`src/rtl/tcmp_pkg.sv`:
```
package tcmp_pkg;

    typedef enum logic [1:0] {
        PRIV_U   = 2'd0,
        PRIV_S   = 2'd1,
        PRIV_RSV = 2'd2,
        PRIV_M   = 2'd3
    } priv_e;

    typedef enum logic [1:0] {
        TGT_NONE = 2'd0,
        TGT_SUP  = 2'd1,
        TGT_VIRT = 2'd2
    } tgt_e;

    typedef struct packed {
        tgt_e tgt;
        logic illegal;
        logic virt_fault;
    } verdict_t;

    localparam int NUM_CMP  = 2;
    localparam int IDX_SUP  = 0;
    localparam int IDX_VIRT = 1;

    // Machine gate first, then mode-specific checks, then the hypervisor gate.
    function automatic verdict_t judge(priv_e priv, logic v, logic mtm,
                                       logic htm, logic hit_s, logic hit_vs);
        verdict_t r;
        r = '{tgt: TGT_NONE, illegal: 1'b0, virt_fault: 1'b0};
        if (hit_s || hit_vs) begin
            if (priv == PRIV_M) begin
                r.tgt = hit_s ? TGT_SUP : TGT_VIRT;
            end else if (!mtm || priv == PRIV_RSV || (priv == PRIV_U && !v)) begin
                r.illegal = 1'b1;
            end else if (v) begin
                if (priv == PRIV_S && hit_s && htm) r.tgt = TGT_VIRT;
                else                                r.virt_fault = 1'b1;
            end else begin
                r.tgt = hit_s ? TGT_SUP : TGT_VIRT;
            end
        end
        return r;
    endfunction

endpackage

```
`src/rtl/tcmp_access.sv`:
```
module tcmp_access
    import tcmp_pkg::*;
#(
    parameter int          ADDR_W  = 12,
    parameter logic [11:0] S_ADDR  = 12'h14D,
    parameter logic [11:0] VS_ADDR = 12'h24D
) (
    input  logic              clk,
    input  logic              rst,
    input  logic              valid,
    input  logic [ADDR_W-1:0] addr,
    input  logic [1:0]        priv,
    input  logic              virt,
    input  logic              mtm,
    input  logic              htm,
    output verdict_t          verdict
);

    logic hit_s, hit_vs;

    always_comb begin
        hit_s   = valid && (addr == ADDR_W'(S_ADDR));
        hit_vs  = valid && (addr == ADDR_W'(VS_ADDR));
        verdict = judge(priv_e'(priv), virt, mtm, htm, hit_s, hit_vs);
    end

    // a request ends in at most one of grant, illegal fault, virtual fault
    a_r9_single_outcome: assert property (@(posedge clk) disable iff (rst)
        $onehot0({verdict.illegal, verdict.virt_fault, verdict.tgt != TGT_NONE}));

    // machine level is never faulted
    a_r4_machine_granted: assert property (@(posedge clk) disable iff (rst)
        (priv == 2'd3) |-> !(verdict.illegal || verdict.virt_fault));

endmodule

```
`src/rtl/tcmp_cmp_reg.sv`:
```
module tcmp_cmp_reg #(
    parameter int WIDTH = 64
) (
    input  logic             clk,
    input  logic             rst,
    input  logic             we,
    input  logic [WIDTH-1:0] wdata,
    input  logic [WIDTH-1:0] time_eff,
    output logic [WIDTH-1:0] value,
    output logic             pending
);

    always_ff @(posedge clk) begin
        if (rst)     value <= '1;
        else if (we) value <= wdata;
    end

    assign pending = (time_eff >= value);

    // register comes out of reset as all ones
    a_r1_reset_ones: assert property (@(posedge clk) disable iff (rst)
        $past(rst) |-> (value == '1));

    // a granted write lands on the next edge
    a_r2_write_lands: assert property (@(posedge clk) disable iff (rst)
        we |=> (value == $past(wdata)));

endmodule

```
`src/rtl/tcmp_top.sv`:
```
module tcmp_top
    import tcmp_pkg::*;
#(
    parameter int          WIDTH   = 64,
    parameter int          ADDR_W  = 12,
    parameter logic [11:0] S_ADDR  = 12'h14D,
    parameter logic [11:0] VS_ADDR = 12'h24D
) (
    input  logic              clk,
    input  logic              rst,
    input  logic [WIDTH-1:0]  time_i,
    input  logic [WIDTH-1:0]  htimedelta_i,
    input  logic [1:0]        priv_i,
    input  logic              virt_i,
    input  logic              mcnt_tm_i,
    input  logic              hcnt_tm_i,
    input  logic              req_valid_i,
    input  logic              req_write_i,
    input  logic [ADDR_W-1:0] req_addr_i,
    input  logic [WIDTH-1:0]  req_wdata_i,
    output logic [WIDTH-1:0]  rsp_rdata_o,
    output logic              rsp_illegal_o,
    output logic              rsp_virtual_o,
    output logic              stip_o,
    output logic              vstip_o
);

    verdict_t   verdict;
    logic [WIDTH-1:0] time_eff [NUM_CMP];
    logic [WIDTH-1:0] cmp_val  [NUM_CMP];
    logic [NUM_CMP-1:0] cmp_we;
    logic [NUM_CMP-1:0] cmp_pend;

    tcmp_access #(
        .ADDR_W (ADDR_W),
        .S_ADDR (S_ADDR),
        .VS_ADDR(VS_ADDR)
    ) u_access (
        .clk    (clk),
        .rst    (rst),
        .valid  (req_valid_i),
        .addr   (req_addr_i),
        .priv   (priv_i),
        .virt   (virt_i),
        .mtm    (mcnt_tm_i),
        .htm    (hcnt_tm_i),
        .verdict(verdict)
    );

    assign time_eff[IDX_SUP]  = time_i;
    assign time_eff[IDX_VIRT] = time_i + htimedelta_i;

    for (genvar g = 0; g < NUM_CMP; g++) begin : g_cmp
        localparam tgt_e MY_TGT = (g == IDX_SUP) ? TGT_SUP : TGT_VIRT;
        assign cmp_we[g] = req_valid_i && req_write_i && (verdict.tgt == MY_TGT);
        tcmp_cmp_reg #(.WIDTH(WIDTH)) u_reg (
            .clk     (clk),
            .rst     (rst),
            .we      (cmp_we[g]),
            .wdata   (req_wdata_i),
            .time_eff(time_eff[g]),
            .value   (cmp_val[g]),
            .pending (cmp_pend[g])
        );
    end

    always_comb begin
        case (verdict.tgt)
            TGT_SUP:  rsp_rdata_o = cmp_val[IDX_SUP];
            TGT_VIRT: rsp_rdata_o = cmp_val[IDX_VIRT];
            default:  rsp_rdata_o = '0;
        endcase
    end

    assign rsp_illegal_o = verdict.illegal;
    assign rsp_virtual_o = verdict.virt_fault;
    assign stip_o        = cmp_pend[IDX_SUP];
    assign vstip_o       = cmp_pend[IDX_VIRT];

    // faulting request returns no data
    a_r9_fault_zero_data: assert property (@(posedge clk) disable iff (rst)
        (rsp_illegal_o || rsp_virtual_o) |-> (rsp_rdata_o == '0));

    // faulting request leaves both registers alone
    a_r9_fault_no_write: assert property (@(posedge clk) disable iff (rst)
        (req_valid_i && (rsp_illegal_o || rsp_virtual_o)) |=>
            ($stable(cmp_val[IDX_SUP]) && $stable(cmp_val[IDX_VIRT])));

    // machine gate closed blocks every lower level
    a_r5_mgate_illegal: assert property (@(posedge clk) disable iff (rst)
        (req_valid_i && !mcnt_tm_i && priv_i != 2'd3 &&
         (req_addr_i == ADDR_W'(S_ADDR) || req_addr_i == ADDR_W'(VS_ADDR)))
            |-> rsp_illegal_o);

    // other addresses never fault
    a_r10_miss_quiet: assert property (@(posedge clk) disable iff (rst)
        (req_addr_i != ADDR_W'(S_ADDR) && req_addr_i != ADDR_W'(VS_ADDR))
            |-> !(rsp_illegal_o || rsp_virtual_o));

endmodule

```
`config.mk`:
```
export PLATFORM = sky130hd
export DESIGN_NAME = tcmp_top
export DESIGN_NICKNAME = d
export VERILOG_FILES = /design/src/rtl/tcmp_pkg.sv /design/src/rtl/tcmp_access.sv /design/src/rtl/tcmp_cmp_reg.sv /design/src/rtl/tcmp_top.sv
export SDC_FILE = /design/constraint.sdc
export NUM_CORES = 1
export LEC_CHECK = 0
export ABC_AREA = 1
export BUFFER_PORTS_ARGS = -buffer_cell sky130_fd_sc_hd__buf_2
export CAP_MARGIN = 20
export CORE_MARGIN = 5
export CORE_UTILIZATION = 40
export CTS_CLUSTER_DIAMETER = 100
export DETAILED_ROUTE_END_ITERATION = 7
export GPL_TIMING_DRIVEN = 0
export PLACE_DENSITY_LB_ADDON = 0.1
export SLEW_MARGIN = 15
export SYNTH_ARGS = -nofsm -noshare
export SYNTH_HDL_FRONTEND = slang
export SYNTH_SLANG_ARGS = --single-unit
```
`constraint.sdc`:
```
create_clock -name clk -period 3.4 [get_ports clk]
set_input_delay 0.68 -clock clk [delete_from_list [all_inputs] [get_ports clk]]
set_output_delay 0.68 -clock clk [all_outputs]
set_load 0.05 [all_outputs]
```
==> impl_results.md, run 1 <==
- Achievable Freq: approximately 230 MHz
- Power per cell area: 251 nW/um2
- First-pass detailed-route iteration total: 7
- Final wirelength: 61.8 mm
- Port bufs: around 280
- CP max stage cell: fa_2
- Die area: 39800 um2
- Number of top-level pins: 281
- Placed Instances: 3247
- H-tree depth: 4
- Post-synthesis net count: 2914
- Starting density of the core: 40.5%
- Hold Path Class: in -> reg
- Flip-flop and latch count after synthesis: roughly 130
- Commonest non-fill, non-tap cell in the layout: nand2_1
- Max reg flops: 128
- Max_cap viols: 0
- Slew @ Worst Pin: between 800 and 900 ps
- Detailed placement HPWL: 49.7 mm
- Clock Latency Late Sink: 450 ps
- Largest register by flop count: g_cmp.u_reg.value
- Mean routed wirelength per cell: 18.5 um
- Setup crit end kind: output port
- Clk buf depth: 2
- Vias: 17000
- Outcome: finished, violations left
- Row count: a little under 70
- Die Width: 200 um
- Root Driver: clkbuf_16
- Drt drc: 0
- Reg clk slew, reported paths: roughly 60 ps
- Total gr overflow: 0
- Most used cells in the layout excluding fill and tap cells: 698 x nand2_1, 460 x inv_1, 217 x buf_2, 203 x a21oi_1, 147 x o21ai_0
- Failing checks: setup timing
- Post-synthesis cell count: 2507
- Final GP Congestion: about 0.95
- Non-filler cells, final: 3350
- Largest net degree at the start of global routing: 17
- Crit path arrival time: 3680 ps
- Vias in the first global route: 16800
- Core area: around 35000 um2
- Final #Nets: 3285
- Worst VDD drop: 0.000616 V
- TritonCTS Buffers: 17
- Mapped Area: 14400 um2
- Post-Syn Area per Cell: ~5.7 um2
- Endpoints failing setup: 65
- Hold WS: ~460 ps
- Crit-path leading delay family: simple AND/OR/NAND/NOR gates
- Final Max Slew Viols: 0
- Layout cell share with drive strength beyond 1: between 20 and 30%
- Synth Warn #: 0
- Setup Skew: 0 ps
- Global-route wire length before repair: 91.1 mm
- Vias per cell: 5.07
- CP most frequent cell: nand2_4
- Final worst-path cycle share: 128%
- Cells along the critical path: buf_8 > ha_4 > inv_2 > fa_2 > inv_2 > nand3_2 > nand3_4 > nand3_4 > nand3_4 > nand2_2 > nand2_4 > nand2_4 > nand3_2 > nand2_4 > ha_4 > nand4_1 > nor2_2 > nand4_1 > nor3_2 > nand2_2 > nand2_4 > buf_8
- Initial antenna violation count: 1
- Relative slew slack: between 40% and 50%
- CTS tree: built
- Filler Cell Count: 3440
- Worst-path maximum fanout: 4
- Place WS: -1550 ps
- CP bufs+invs: 4
- P_leak: 11.4 nW
- Final min period: 4360 ps
- Clock sinks: 128
- Ant. Diodes: 0
- Die Y: 200 um
- GRT Total Usage: between 20% and 30%
- Synthesis-to-layout area growth: 46.0%
- CP peak stage delay: around 340 ps
- Critical path class: in -> out
- Critical Path RT: roughly 2700 ps
- Final Hold Vio Count: 0
- RSZ-0062 raised after global routing: yes
- Hold Buf Count CTS: 0
- Final core occ: roughly three fifths
- Unique cell type count in the Yosys netlist: 35
- Top Registers: g_cmp.u_reg.value (128)
- Final WS setup: -958 ps
- Initial DRC count: 1003
- Post-synthesis sequential area ratio: 17.8%
- Startpoint Class: primary input
- Antenna-violating nets left: 0
-- synth_stat cells (all sizes together) --
cell / n / area [um2]
nor3: 24 / 166
clkinv: 3 / 11.3
dfxtp: 128 / 2560
nand3: 78 / 435
o211ai: 1 / 7.51
buf: 18 / 80.1
o21ai: 149 / 746
xor2: 31 / 272
a21oi: 291 / 1460
nor4: 2 / 18.8
nand2: 857 / 3250
nand3b: 1 / 7.51
o21bai: 7 / 52.6
nand4: 25 / 156
o21a: 3 / 22.5
fa: 1 / 20.0
nor2: 160 / 656
or2: 1 / 6.26
clkbuf: 43 / 161
o2111ai: 1 / 8.76
xnor2: 1 / 8.76
a21o: 3 / 22.5
a21boi: 1 / 7.51
ha: 193 / 2410
inv: 485 / 1820
-- worst min-delay path, delay by kind of cell --
kind / cells / cell delay, ps
AND/OR/NAND/NOR: 2 / 100
buffers and inverters: 1 / 90
-- where the power goes --
group | total (mW) | internal [mW] | switching (mW)
clock | 1.82 | 1.07 | 0.747
sequential | 1.50 | 1.50 | 0.0000251
combinational | 1.95 | 0.753 | 1.20
total | 5.27 | 3.32 | 1.95
-- stage by stage --
step           instance area [um2]  total power, mW  TNS [ps]
3_5_place_dp                 17200             3.09    -72340
3_3_place_gp                 17200             3.07    -82190
6_report                     21000             5.27     -3430
4_1_cts                      20200             5.25     -1080
2_1_floorplan                15200             2.53      -180
5_1_grt                      21000             5.56     -9880
-- what timing repair did --
action                                  4_1_cts  5_1_grt
buffers inserted                             51       14
endpoints found under the setup margin       65       66
endpoints found under the hold margin         0        0
pin swaps                                    71       83
gates cloned                                  2        8
gates resized for setup                     468      146
-- per-layer routing --
layer / wire, um / vias up / GRT usage, %
met4: 1720 / 0 / 7.42
li1: - / 8612 / -
met5: 0 / - / 0
met1: 26700 / 7868 / 37.6
met2: 30400 / 438 / 52.8
met3: 2970 / 65 / 3.86
-- path summary, 6_finish.rpt --
check	start	to	slack (ps)	cells past startpoint
worst min-delay path	req_wdata_i[0]	g_cmp[1].u_reg.value[0]$_SDFFE_PP1P_	460	3
worst max register to register	g_cmp[0].u_reg.value[63]$_SDFFE_PP1P_	g_cmp[0].u_reg.value[63]$_SDFFE_PP1P_	2280	2
worst min register to register	g_cmp[0].u_reg.value[15]$_SDFFE_PP1P_	g_cmp[0].u_reg.value[15]$_SDFFE_PP1P_	500	2
worst max-delay path	time_i[0]	vstip_o	-960	22
-- kinds of logic (layout without fill, tap and decap cells) --
family / count (synthesis) / after routing / share of synthesized area (%)
AND/OR/NAND/NOR: 1148 / 1148 / 32.7
buffers and inverters: 549 / 931 / 14.4
AO/OA/AOI/OAI: 456 / 456 / 16.2
adder cells (fa/ha/maj): 194 / 194 / 16.9
flip-flops: 128 / 128 / 17.8
XOR/XNOR: 32 / 32 / 1.95
-- layout make-up --
class                           instances  area (um2)  area share (%)
Sequential cell                       128        2560            12.2
Clock inverter                          6        57.6           0.274
Timing Repair Buffer                  354        2680            12.8
Clock buffer                           24         492            2.34
Buffer                                 59         532            2.53
Tap cell                              461         577            2.75
Multi-Input combinational cell       1830       12200            58.4
Inverter                              488        1840            8.77
Power figures use the tool's default switching activity.
==> inputs of run 2 (changes only) <==
SETUP_SLACK_MARGIN = 0.05   (was unset)
clock period = 5.3 ns   (was 3.4 ns; I/O delays follow)
==> impl_results.md, run 2 (synthesized netlist as in run 1, its figures left out) <==
- Outcome: completed
- CTS tree: built
- Die Width: 200 um
- Achievable Freq: approximately 190 MHz
- First-pass detailed-route iteration total: 5
- Setup Skew: 0 ps
- Global-route wire length before repair: 85.2 mm
- Commonest non-fill, non-tap cell in the layout: nand2_1
- Relative slew slack: 28.6%
- Detailed placement HPWL: 48.4 mm
- Max_cap viols: 0
- TritonCTS Buffers: 17
- Port bufs: around 280
- Largest net degree at the start of global routing: 17
- RSZ-0062 raised after global routing: no
- Worst-path maximum fanout: 5
- Number of top-level pins: 281
- Final Hold Vio Count: 0
- H-tree depth: 4
- Max reg flops: 128
- Worst r2r dst: g_cmp[0].u_reg.value[63]$_SDFFE_PP1P_
- Critical path class: in -> out
- Hold Buf Count CTS: 0
- Core area: roughly 35000 um2
- Top Registers: g_cmp.u_reg.value (128)
- Crit path arrival time: 4080 ps
- Critical Path RT: 4240 ps
- R2r setup slk: 4250 ps
- Synthesis-to-layout area growth: 26.6%
- Final worst-path cycle share: between 90% and 100%
- Power per cell area: 184 nW/um2
- Antenna-violating nets left: 0
- Vias: 16500
- Worst Hold Launch: g_cmp[1].u_reg.value[5]$_SDFFE_PP1P_
- GRT Total Usage: 27.8%
- Reg2reg start: g_cmp[0].u_reg.value[63]$_SDFFE_PP1P_
- Layout cell share with drive strength beyond 1: between 20% and 30%
- Final #Nets: 3229
- TNS Setup: 0 ps
- Hold Path Class: reg -> reg
- Hold Crit Endpoint: g_cmp[1].u_reg.value[5]$_SDFFE_PP1P_
- Drt drc: 0
- Final wirelength: 57.8 mm
- Initial antenna violation count: 1
- Final min period: 5140 ps
- Final GP Congestion: 0.960
- Total gr overflow: 0
- Initial DRC count: 954
- Final Max Slew Viols: 0
- Root Driver: clkbuf_16
- Vias in the first global route: 15600
- Die area: 39800 um2
- Mean routed wirelength per cell: 17.5 um
- Placed Instances: 3248
- Vias per cell: 5.00
- R2r worst-path depth: 2
- Clk buf depth: 2
- Startpoint Class: primary input
- Most used cells in the layout excluding fill and tap cells: 777 x nand2_1, 466 x inv_1, 287 x buf_2, 271 x a21oi_1, 148 x o21ai_0
- Die Y: 200 um
- Largest register by flop count: g_cmp.u_reg.value
- Non-filler cells, final: 3295
- Setup crit end kind: output port
- Starting density of the core: 40.5%
- Hold WS: between 400 and 500 ps
- Worst VDD drop: 0.000231 V
- Reg clk slew, reported paths: 60 ps
- Clock Latency Late Sink: roughly 450 ps
- Row count: 69
- Endpoints failing setup: 0
- P_leak: 10.7 nW
- Clock sinks: 128
- Slew @ Worst Pin: roughly 1100 ps
- Hold Path Depth: 2
## run 2: worst max path at each step
stage / from / end / slack [ps] / cells past startpoint
floorplan: time_i[0] / vstip_o / 620 / 22
global placement: time_i[0] / vstip_o / -700 / 24
detailed placement: time_i[0] / vstip_o / -720 / 22
CTS: time_i[13] / vstip_o / -110 / 22
global route: time_i[53] / vstip_o / 20 / 21
finish: time_i[53] / vstip_o / 160 / 21
## run 2: where the power goes
group	leakage (nW)	total, mW	internal [mW]	switching (mW)
Combinational	9.42	1.15	0.427	0.727
Clock	0.280	1.24	0.757	0.481
Sequential	1.04	0.962	0.962	0.0000103
Total	10.7	3.35	2.15	1.21
## run 2: layer usage
metal | vias up | wire (um) | track usage [%]
li1 | 8484 | - | -
met1 | 7482 | 26600 | 37.7
met2 | 439 | 26400 | 45.4
met3 | 63 | 3250 | 4.54
met4 | 0 | 1520 | 8.68
met5 | - | 0 | 0
## run 2: what timing repair did
action	CTS	global route
gates resized for setup	34	217
setup endpoints to repair	54	1
buffers inserted	0	16
pin swaps	4	36
## run 2: critical path, cell delays in order
cell,delay (ps)
buf_2,110
ha_1,390
nand2_1,130
inv_1,90
nand2_1,110
nor3_1,310
nand2_1,120
nor2_1,180
nand2_1,100
nand3_1,80
nand2_1,90
ha_1,300
nand2_1,70
inv_1,30
o21ai_0,140
nand2_1,80
a21oi_2,210
nand2_1,100
a21oi_2,120
nand2_2,80
buf_8,150
## run 2: layout make-up
cell class	instances	area (um2)
diodes	1	2.50
plain buffers	61	244
clock buffers	24	472
clock inverters	6	108
fillers	3829	17300
inverters	488	1830
multi-input cells	1830	10800
flip-flops and latches	128	2560
well taps	461	577
repair buffers	296	1560
## run 2: stage by stage
stage	power, mW	cell area [um2]	setup slack, ps	util [%]
5_1_grt	3.55	18200	16.4	51.3
6_report	3.35	18200	162	51.3
3_3_place_gp	1.96	16300	-703	46.1
4_1_cts	3.22	17100	-108	48.2
2_1_floorplan	1.62	14400	618	-
3_5_place_dp	1.96	16400	-724	46.1
